File: src/rtl/irqsel_pkg.sv
package irqsel_pkg;
  localparam int PRIO_W = 4;
  localparam int PRE_W  = PRIO_W + 1;
  localparam int IDX_W  = 9;
  localparam int MAX_IRQ = 1 << IDX_W;

  typedef struct packed {
    logic [PRIO_W-1:0] ppp;
    logic [PRIO_W-1:0] pp;
    logic [PRE_W-1:0]  pre;
    logic              noirq;
    logic [IDX_W-1:0]  irq;
    logic              arm;
  } ctx_t;

  localparam ctx_t CTX_RESET = '{ppp: '0, pp: '0, pre: '0, noirq: 1'b1, irq: '0, arm: 1'b0};

  function automatic logic [31:0] pack_ctx(ctx_t c, logic tsave, logic ssave);
    return {c.ppp, c.pp, 3'b000, c.pre, c.noirq, 2'b00, c.irq, tsave, ssave, 1'b0, c.arm};
  endfunction

  function automatic logic [31:0] pack_next(logic valid, logic [IDX_W-1:0] idx);
    return {~valid, 20'd0, idx, 2'b00};
  endfunction
endpackage

File: src/rtl/irqsel_arbiter.sv
module irqsel_arbiter
  import irqsel_pkg::*;
#(
  parameter int NUM_IRQ = 32
) (
  input  logic [NUM_IRQ-1:0]        pend,
  input  logic [NUM_IRQ-1:0]        en,
  input  logic [NUM_IRQ*PRIO_W-1:0] prio,
  input  logic [PRIO_W-1:0]         sel_floor,
  input  logic [PRE_W-1:0]          gate_floor,
  output logic                      sel_valid,
  output logic [IDX_W-1:0]          sel_idx,
  output logic [PRIO_W-1:0]         sel_prio,
  output logic                      gate_any
);
  logic [PRIO_W-1:0] prio_arr [NUM_IRQ];
  logic [NUM_IRQ-1:0] cand;
  logic [NUM_IRQ-1:0] gate;

  for (genvar g = 0; g < NUM_IRQ; g++) begin : g_line
    assign prio_arr[g] = prio[g*PRIO_W +: PRIO_W];
    assign cand[g] = pend[g] & en[g] & (prio_arr[g] >= sel_floor);
    assign gate[g] = pend[g] & en[g] & ({1'b0, prio_arr[g]} >= gate_floor);
  end

  always_comb begin
    sel_valid = 1'b0;
    sel_idx   = '0;
    sel_prio  = '0;
    for (int i = 0; i < NUM_IRQ; i++) begin
      if (cand[i] && (!sel_valid || prio_arr[i] > sel_prio)) begin
        sel_valid = 1'b1;
        sel_idx   = IDX_W'(i);
        sel_prio  = prio_arr[i];
      end
    end
  end

  assign gate_any = |gate;
endmodule

File: src/rtl/irqsel_enable_helper.sv
module irqsel_enable_helper (
  input  logic wen,
  input  logic clr_bit,
  input  logic tmr_set_bit,
  input  logic sw_set_bit,
  input  logic tmr_en,
  input  logic sw_en,
  output logic tmr_clr,
  output logic sw_clr,
  output logic tmr_set,
  output logic sw_set,
  output logic tmr_save,
  output logic sw_save
);
  logic clr_req;
  assign clr_req  = wen & clr_bit;
  assign tmr_clr  = clr_req;
  assign sw_clr   = clr_req;
  assign tmr_set  = wen & tmr_set_bit & ~clr_req;
  assign sw_set   = wen & sw_set_bit & ~clr_req;
  assign tmr_save = clr_req & tmr_en;
  assign sw_save  = clr_req & sw_en;
endmodule

File: src/rtl/irqsel_context.sv
module irqsel_context
  import irqsel_pkg::*;
(
  input  logic              clk,
  input  logic              rst_n,
  input  logic              vec_entry,
  input  logic              other_trap,
  input  logic              mret,
  input  logic              upd,
  input  logic              wen,
  input  logic [31:0]       wdata,
  input  logic              sel_valid,
  input  logic [IDX_W-1:0]  sel_idx,
  input  logic [PRIO_W-1:0] sel_prio,
  output ctx_t              ctx_q,
  output ctx_t              ctx_d
);
  logic unused_wbits;
  assign unused_wbits = ^{wdata[23:21], wdata[14:13], wdata[3:1]};

  always_comb begin
    ctx_d = ctx_q;
    if (vec_entry) begin
      ctx_d.ppp = ctx_q.pp;
      ctx_d.pp  = ctx_q.pre[PRIO_W-1:0];
      ctx_d.arm = 1'b1;
    end else if (other_trap) begin
      ctx_d.arm = 1'b0;
    end else if (mret) begin
      if (ctx_q.arm) begin
        ctx_d.pre = {1'b0, ctx_q.pp};
        ctx_d.pp  = ctx_q.ppp;
        ctx_d.ppp = '0;
      end
      ctx_d.arm = 1'b0;
    end else if (upd) begin
      ctx_d.irq   = sel_idx;
      ctx_d.noirq = ~sel_valid;
      ctx_d.pre   = sel_valid ? ({1'b0, sel_prio} + PRE_W'(1)) : PRE_W'(1 << PRIO_W);
    end else if (wen) begin
      ctx_d.ppp   = wdata[31:28];
      ctx_d.pp    = wdata[27:24];
      ctx_d.pre   = wdata[20:16];
      ctx_d.noirq = wdata[15];
      ctx_d.irq   = wdata[12:4];
      ctx_d.arm   = wdata[0];
    end
  end

  always_ff @(posedge clk or negedge rst_n) begin
    if (!rst_n) ctx_q <= CTX_RESET;
    else        ctx_q <= ctx_d;
  end

  // vector entry pushes the priority stack and arms the restore
  a_r6_push: assert property (@(posedge clk) disable iff (!rst_n)
    vec_entry |=> (ctx_q.ppp == $past(ctx_q.pp)) && (ctx_q.pp == $past(ctx_q.pre[PRIO_W-1:0]))
                  && (ctx_q.pre == $past(ctx_q.pre)) && ctx_q.arm);

  // armed return pops the stack and disarms
  a_r7_pop: assert property (@(posedge clk) disable iff (!rst_n)
    (mret && !vec_entry && !other_trap && ctx_q.arm) |=>
      (ctx_q.ppp == '0) && (ctx_q.pre == {1'b0, $past(ctx_q.pp)}) && !ctx_q.arm);

  // unarmed return keeps the stack
  a_r7_no_pop: assert property (@(posedge clk) disable iff (!rst_n)
    (mret && !vec_entry && !other_trap && !ctx_q.arm) |=> $stable(ctx_q));

  // other trap disarms the restore
  a_r8_other_trap: assert property (@(posedge clk) disable iff (!rst_n)
    (other_trap && !vec_entry) |=> !ctx_q.arm && (ctx_q.pre == $past(ctx_q.pre)));

  // an update with nothing selected disables preemption
  a_r4_empty_update: assert property (@(posedge clk) disable iff (!rst_n)
    (upd && !vec_entry && !other_trap && !mret && !sel_valid) |=>
      (ctx_q.pre == PRE_W'(1 << PRIO_W)) && ctx_q.noirq && (ctx_q.irq == '0));
endmodule

File: src/rtl/irq_priority_selector.sv
module irq_priority_selector
  import irqsel_pkg::*;
#(
  parameter int NUM_IRQ = 32
) (
  input  logic                      clk,
  input  logic                      rst_n,
  input  logic [NUM_IRQ-1:0]        irq_pending_i,
  input  logic [NUM_IRQ-1:0]        irq_enable_i,
  input  logic [NUM_IRQ*PRIO_W-1:0] irq_prio_i,
  input  logic                      next_upd_i,
  input  logic                      ctx_wen_i,
  input  logic [31:0]               ctx_wdata_i,
  input  logic                      vec_entry_i,
  input  logic                      other_trap_i,
  input  logic                      mret_i,
  input  logic                      tmr_en_i,
  input  logic                      sw_en_i,
  output logic [31:0]               next_rd_o,
  output logic [31:0]               ctx_rd_o,
  output logic                      eirq_req_o,
  output logic                      tmr_en_clr_o,
  output logic                      sw_en_clr_o,
  output logic                      tmr_en_set_o,
  output logic                      sw_en_set_o
);
  localparam logic [31:0] NEXT_RESET = 32'h8000_0000;

  logic              sel_valid;
  logic [IDX_W-1:0]  sel_idx;
  logic [PRIO_W-1:0] sel_prio;
  logic              tmr_save, sw_save;
  ctx_t              ctx_q, ctx_d;

  if (NUM_IRQ < 1 || NUM_IRQ > MAX_IRQ) begin : g_bad_count
    initial $error("NUM_IRQ out of range");
  end

  irqsel_arbiter #(.NUM_IRQ(NUM_IRQ)) arb_i (
    .pend       (irq_pending_i),
    .en         (irq_enable_i),
    .prio       (irq_prio_i),
    .sel_floor  (ctx_q.pp),
    .gate_floor (ctx_q.pre),
    .sel_valid  (sel_valid),
    .sel_idx    (sel_idx),
    .sel_prio   (sel_prio),
    .gate_any   (eirq_req_o)
  );

  irqsel_context ctx_i (
    .clk        (clk),
    .rst_n      (rst_n),
    .vec_entry  (vec_entry_i),
    .other_trap (other_trap_i),
    .mret       (mret_i),
    .upd        (next_upd_i),
    .wen        (ctx_wen_i),
    .wdata      (ctx_wdata_i),
    .sel_valid  (sel_valid),
    .sel_idx    (sel_idx),
    .sel_prio   (sel_prio),
    .ctx_q      (ctx_q),
    .ctx_d      (ctx_d)
  );

  irqsel_enable_helper ts_i (
    .wen         (ctx_wen_i),
    .clr_bit     (ctx_wdata_i[1]),
    .tmr_set_bit (ctx_wdata_i[3]),
    .sw_set_bit  (ctx_wdata_i[2]),
    .tmr_en      (tmr_en_i),
    .sw_en       (sw_en_i),
    .tmr_clr     (tmr_en_clr_o),
    .sw_clr      (sw_en_clr_o),
    .tmr_set     (tmr_en_set_o),
    .sw_set      (sw_en_set_o),
    .tmr_save    (tmr_save),
    .sw_save     (sw_save)
  );

  always_ff @(posedge clk or negedge rst_n) begin
    if (!rst_n) begin
      next_rd_o <= NEXT_RESET;
      ctx_rd_o  <= pack_ctx(CTX_RESET, 1'b0, 1'b0);
    end else begin
      next_rd_o <= pack_next(sel_valid, sel_idx);
      ctx_rd_o  <= pack_ctx(ctx_d, tmr_save, sw_save);
    end
  end

  // no stray bits in the next-interrupt value
  a_r3_reserved_zero: assert property (@(posedge clk) disable iff (!rst_n)
    (next_rd_o[30:11] == '0) && (next_rd_o[1:0] == 2'b00));

  // index field is zero when nothing qualifies
  a_r3_noirq_idx_zero: assert property (@(posedge clk) disable iff (!rst_n)
    next_rd_o[31] |-> (next_rd_o[10:2] == '0));

  // a selected line is pending and enabled
  a_r1_sel_live: assert property (@(posedge clk) disable iff (!rst_n)
    sel_valid |-> (((irq_pending_i & irq_enable_i) >> sel_idx) & NUM_IRQ'(1)) != '0);

  // a selected line meets the previous-preempt floor
  a_r2_floor: assert property (@(posedge clk) disable iff (!rst_n)
    sel_valid |-> (sel_prio >= ctx_q.pp));

  // clear and set strobes never fire together
  a_r9_clear_wins: assert property (@(posedge clk) disable iff (!rst_n)
    !(tmr_en_clr_o && tmr_en_set_o) && !(sw_en_clr_o && sw_en_set_o));
endmodule

File: config.mk
export PLATFORM = sky130hd
export DESIGN_NAME = irq_priority_selector
export DESIGN_NICKNAME = d
export VERILOG_FILES = /design/src/rtl/irqsel_pkg.sv /design/src/rtl/irqsel_arbiter.sv /design/src/rtl/irqsel_enable_helper.sv /design/src/rtl/irqsel_context.sv /design/src/rtl/irq_priority_selector.sv
export SDC_FILE = /design/constraint.sdc
export NUM_CORES = 1
export LEC_CHECK = 0
export ABC_AREA = 1
export BUFFER_PORTS_ARGS = -buffer_cell sky130_fd_sc_hd__buf_2
export CORE_ASPECT_RATIO = 0.5
export CORE_MARGIN = 2
export CORE_UTILIZATION = 58
export DETAILED_ROUTE_END_ITERATION = 10
export HOLD_SLACK_MARGIN = 0.02
export PLACE_DENSITY_LB_ADDON = 0.1
export SETUP_SLACK_MARGIN = 0.5
export SYNTH_ARGS = -nofsm -noshare
export SYNTH_HDL_FRONTEND = slang
export SYNTH_HIERARCHICAL = 1
export SYNTH_SLANG_ARGS = --single-unit
File: constraint.sdc
create_clock -name clk -period 37.7 [get_ports clk]
set_input_delay 9.425 -clock clk [delete_from_list [all_inputs] [get_ports clk]]
set_output_delay 9.425 -clock clk [all_outputs]
set_load 0.02 [all_outputs]
# Yosys cells after proc, flatten, opt, wreduce, memory -nomap -nowiden
# Index checks and enable logic that the tools add are counted.
# totals
output_inout_bits	69
elab_cells	412
register_bits	60
# classes
mux	109
n_lt_le_gt_ge	95
reduce_logical	94
addsub	1
n_bitwise	105
# op_table
op	count
$ge 4x5->1	32
$mux 4	40
$ge 4x4->1	32
$gt 4x4->1	31
$and 1x1->1	103
$mux 5	17
$mux 1	37
$reduce_or 32->1	1
$logic_and 1x1->1	31
$logic_not 1->1	31
$logic_or 1x1->1	31
$mux 15	2
$mux 13	2
$mux 24	1
$mux 23	1
$mux 8	2
$mux 3	4
$mux 10	1
$add 4x1->5 const B	1
$mux 2	2
$not 1->1	2

# Logic depth before layout (Yosys ltp)
# logic_depth
ltp_word	133
mapped_depth	339
depth_no_buf	326

# Cells and area by module
# The synthesis kept the hierarchy.
# by_module_without_submodules
module	seq_area_each_um2	area_per_inst_um2	cells_each	n_inst
irqsel_arbiter	0.0	11778.8	1849	1
irqsel_context	601.8	1559.0	202	1
irq_priority_selector	903.4	1121.1	66	1
irqsel_enable_helper	0.0	52.6	13	1

# Worst setup path after synthesis
# No wires, ideal clock.
# synth_path
path_type	input to register
startpoint	input port irq_prio_i[3]
endpoint	register, netlist name ctx_i/ctx_q[13]
path_buffers	13
slack_ns	-4.192
arrival_time_ns	41.765
setup_ns	0.126
stages	328
cell_sequence	ha_1 a21oi_1 nand3_2 nand2_2 inv_1 nand2_1 ha_1 nand2_1 inv_2 nand2_1 nand2_1 nand2_1 nand3_1 nand2_1 nand2_1 and2_1 ha_1 nand2_1 [292 not listed] nand2_2 or2_2 nand2_1 ha_1 nand2_1 o21bai_1 nand2_1 o21ai_0 a21oi_1 inv_1 nand3_1 nand2_1 ha_1 or2_2 nand3_1 nand2_1 nand2_1 a21oi_1
# synth_lines
element	line	text
from (decl)	irq_priority_selector.sv:10	input logic [NUM_IRQ*PRIO_W-1:0] irq_prio_i,

==> results list <==
- The flow ran to the end, but the final reports show violations.
- The checks that failed: negative setup slack.
* Register bit count reported by yosys: 60
* Type of origin of the critical path: input pin
* Pin count of the biggest net entering global routing: 61
* Fraction of final layout cells sized beyond drive strength 1: around two fifths
- Data required time at the worst endpoint: 37.94 ns
- Total routed wirelength: 59.2 mm
* Clock tree sinks: 60
- Cell repeated most along the worst path: nand2_1
- Ranked by total cell area, the synthesized netlist is headed by ha_1, nand2_1, inv_1, dfrtp_1, nand3_1.
* Count of buffers from port buffering: roughly 270
- Placer Congestion: 0.911
* Actual slew at the worst max-slew pin: 0.706 ns
- From bottom edge to top edge, the die measures 116 um.
- Endpoint class of the critical path: flip-flop
- Of the available clock period, the critical path in the final layout requires 118%.
- Root Buffer: clkbuf_16
* Hold Slack: 0.485 ns
- The count of final max-slew check failures came to 0.
- Leftover overflow at the end of global routing: 0
- Summing every instance area after synthesis gives between 10000 and 15000 um2.
- For this run, the slowest stage of the critical path takes 0.37 ns.
- Among all flip-flop cells after synthesis, the most frequent one is dfrtp_1.
- Max-cap violations in this run came to 0.
- For this run, the number of Yosys warnings is 6.
- Cts hold-fix bufs: 0
- After the first detailed-routing iteration, the DRC count stood at between 1500 and 2000.
- Among all stages on the critical path, the largest delay is contributed by ha_1.
- The die covers 26400 um2.
- Maximum net fanout on the critical path: 8
- After synthesis, the mean cell area works out to 6.81 um2.
- Overall Global Routing Usage: 35.7%
- Area growth from synthesis to layout: 46.5%
* Post-detail-place hpwl: around 34 mm
- For the worst setup path, the data arrival time is between 40 and 50 ns.
* RSZ-0062 raised after global routing: yes
- Vias in the first global route: around 16000
- The number of clock buffers added by TritonCTS is 9.
- For this run, the detailed router's first-pass iteration total came to 6.
- Initial antenna violation count: 7
- After detailed routing, the number of vias per cell comes to 5.84.
- Number of top-level design ports: 302
- The commonest cells after synthesis are nand2_1, inv_1, ha_1.
- Clock latency of the later-clocked register in the worst-skew pair: 0.33 ns
- In the final routed layout, each cell accounts on average for 18.6 um.
- Number of flops mapped to enable cells by yosys: 0
- The H-tree was split into 3 levels.
* Post-DRT Antenna Nets: 0
* TritonCTS clock tree: yes
- Async set or reset register ratio after synthesis: 100%
- After layout, the worst setup slack is -6.69 ns.
- First-pass GRT wire length: 76.2 mm
- The worst register-to-register path has a setup slack of approximately 1.6 ns.
* Distinct cell type count after synthesis: 43
- For the finished layout, the period the worst path requires is between 40 and 50 ns.
- Clk slew on worst S/H paths: 0.05 ns
- Overall via count from detail_route: 18600
* Leading cell type by number of instances after synthesis: nand2_1
- Core region area: 24300 um2
* Die width: 228 um
* FMAX: 22.5 MHz
- The worst pin sits at a relative slew slack of 52.5%.
* Most area-hungry cell type in the Yosys netlist: ha_1
- For this run, the post-layout net count is 3423.
- Crit path kind: input pin to flip-flop
* Final hold vios: 0
- Counting every instance in the synthesized netlist gives 2130.
- Worst min-delay path class: flip-flop to flip-flop
- For this configuration, the core starts out at a cell density of roughly 60%.
- Between clock sinks in the finished design, the worst skew comes to 0.00807 ns.
- Yosys top cell area share: 30.9%
* Sequential cell area fraction in the yosys report: 10.4%
* Setup violators final: 25
- The longest clock path from root to sink contains 2 buffers.
* Number of rows created at floorplan: 40
* Remaining DRCs: 0
## cells by family after synthesis
logic type                 Yosys count  synth area share (%)
AOI/OAI and AO/OA                  433                  18.9
buffers and inverters              464                  13.7
DFF                                 60                  10.4
other                                2                0.0518
adders and majority gates          358                  30.9
and+or+nand+nor                    813                  26.2
## final timing paths
path                                                 from                   endpoint  cells after the start
worst max register to register  ctx_i/ctx_q[19]$_DFF_PN0_  ctx_i/ctx_q[15]$_DFF_PN0_                    315
worst max-delay path                        irq_prio_i[0]  ctx_i/ctx_q[15]$_DFF_PN0_                    317
worst min-delay path            ctx_i/ctx_q[10]$_DFF_PN1_  ctx_i/ctx_q[10]$_DFF_PN1_                      2
min in group asynchronous                           rst_n     ctx_rd_o[10]$_DFF_PN0_                      2
max in group asynchronous                           rst_n  ctx_i/ctx_q[16]$_DFF_PN0_                      2
worst min register to register  ctx_i/ctx_q[10]$_DFF_PN1_  ctx_i/ctx_q[10]$_DFF_PN1_                      2
## final cells by class
type | count | area [um2]
Multi-Input combinational cell | 1636 | 12600
Timing Repair Buffer | 713 | 4790
Fill cell | 1340 | 3020
Inverter | 412 | 1560
Sequential cell | 60 | 1510
Tap cell | 336 | 420
Clock buffer | 13 | 270
Clock inverter | 3 | 43.8
Antenna cell | 5 | 12.5
## sequential cells by signal, summed over array words and instances (netlist names)
signal	cells
next_rd_o	10
ctx_rd_o	26
ctx_i/ctx_q	24
## stage by stage
stage / setup slack [ns] / std cells / cell area, um2 / utilization [%] / TNS, ns
6_report: -6.69 / 3178 / 21300 / 87.6 / -164.16
3_5_place_dp: -5.02 / 2956 / 18100 / 74.4 / -120.90
2_1_floorplan: -2.72 / 2160 / 14900 / - / -60.52
5_1_grt: -8.45 / 3178 / 21300 / 87.6 / -207.73
3_3_place_gp: -4.33 / 2956 / 18100 / 74.4 / -104.22
4_1_cts: -3.37 / 3127 / 20000 / 82.6 / -80.32
## critical path: cells and delay by family
family | cells | cell delay, ns
compound gates | 58 | 6.12
fa+ha+maj | 30 | 8.53
buf+inv | 56 | 5.16
simple gates | 173 | 15.27
## metal layers
metal | share of wire [%] | track usage, % | vias to the layer above | wire [um]
li1 | - | - | 8542 | -
met1 | 37 | 43.4 | 8441 | 21700
met2 | 45 | 63.2 | 1111 | 26400
met3 | 10 | 3.80 | 463 | 6010
met4 | 8.6 | 18.5 | 2 | 5110
met5 | 0.024 | 0 | - | 14
## cells in the final DEF, fill, tap and decap left out, drive strengths merged
| master | count |
|---|---|
| o211ai | 17 |
| dfrtp | 57 |
| a41oi | 1 |
| nand2 | 485 |
| inv | 407 |
| bufinv | 1 |
| or2 | 6 |
| nor4 | 4 |
| a21oi | 56 |
| nor2 | 72 |
| o21bai | 25 |
| nand3b | 1 |
| a31o | 3 |
| nor3 | 4 |
| diode | 5 |
| o21ai | 164 |
| nand3 | 165 |
| o32ai | 1 |
| a22oi | 10 |
| conb | 32 |
| clkbuf | 13 |
| nand4 | 69 |
| ha | 358 |
| a31oi | 2 |
| o31ai | 4 |
| buf | 713 |
| dfstp | 3 |
| clkinv | 7 |
| o21a | 94 |
| o22ai | 14 |
| and2 | 7 |
| a21boi | 42 |
## repair_timing
| action | CTS | global route |
|---|---|---|
| pin swaps | 145 | 158 |
| resized for setup | 126 | 177 |
| setup endpoints to repair | 25 | 25 |
| setup buffers | 155 | 46 |
Power is left out: the tool's default activity adds up to more than one toggle a clock period on the data nets, which glitch-free logic cannot reach.
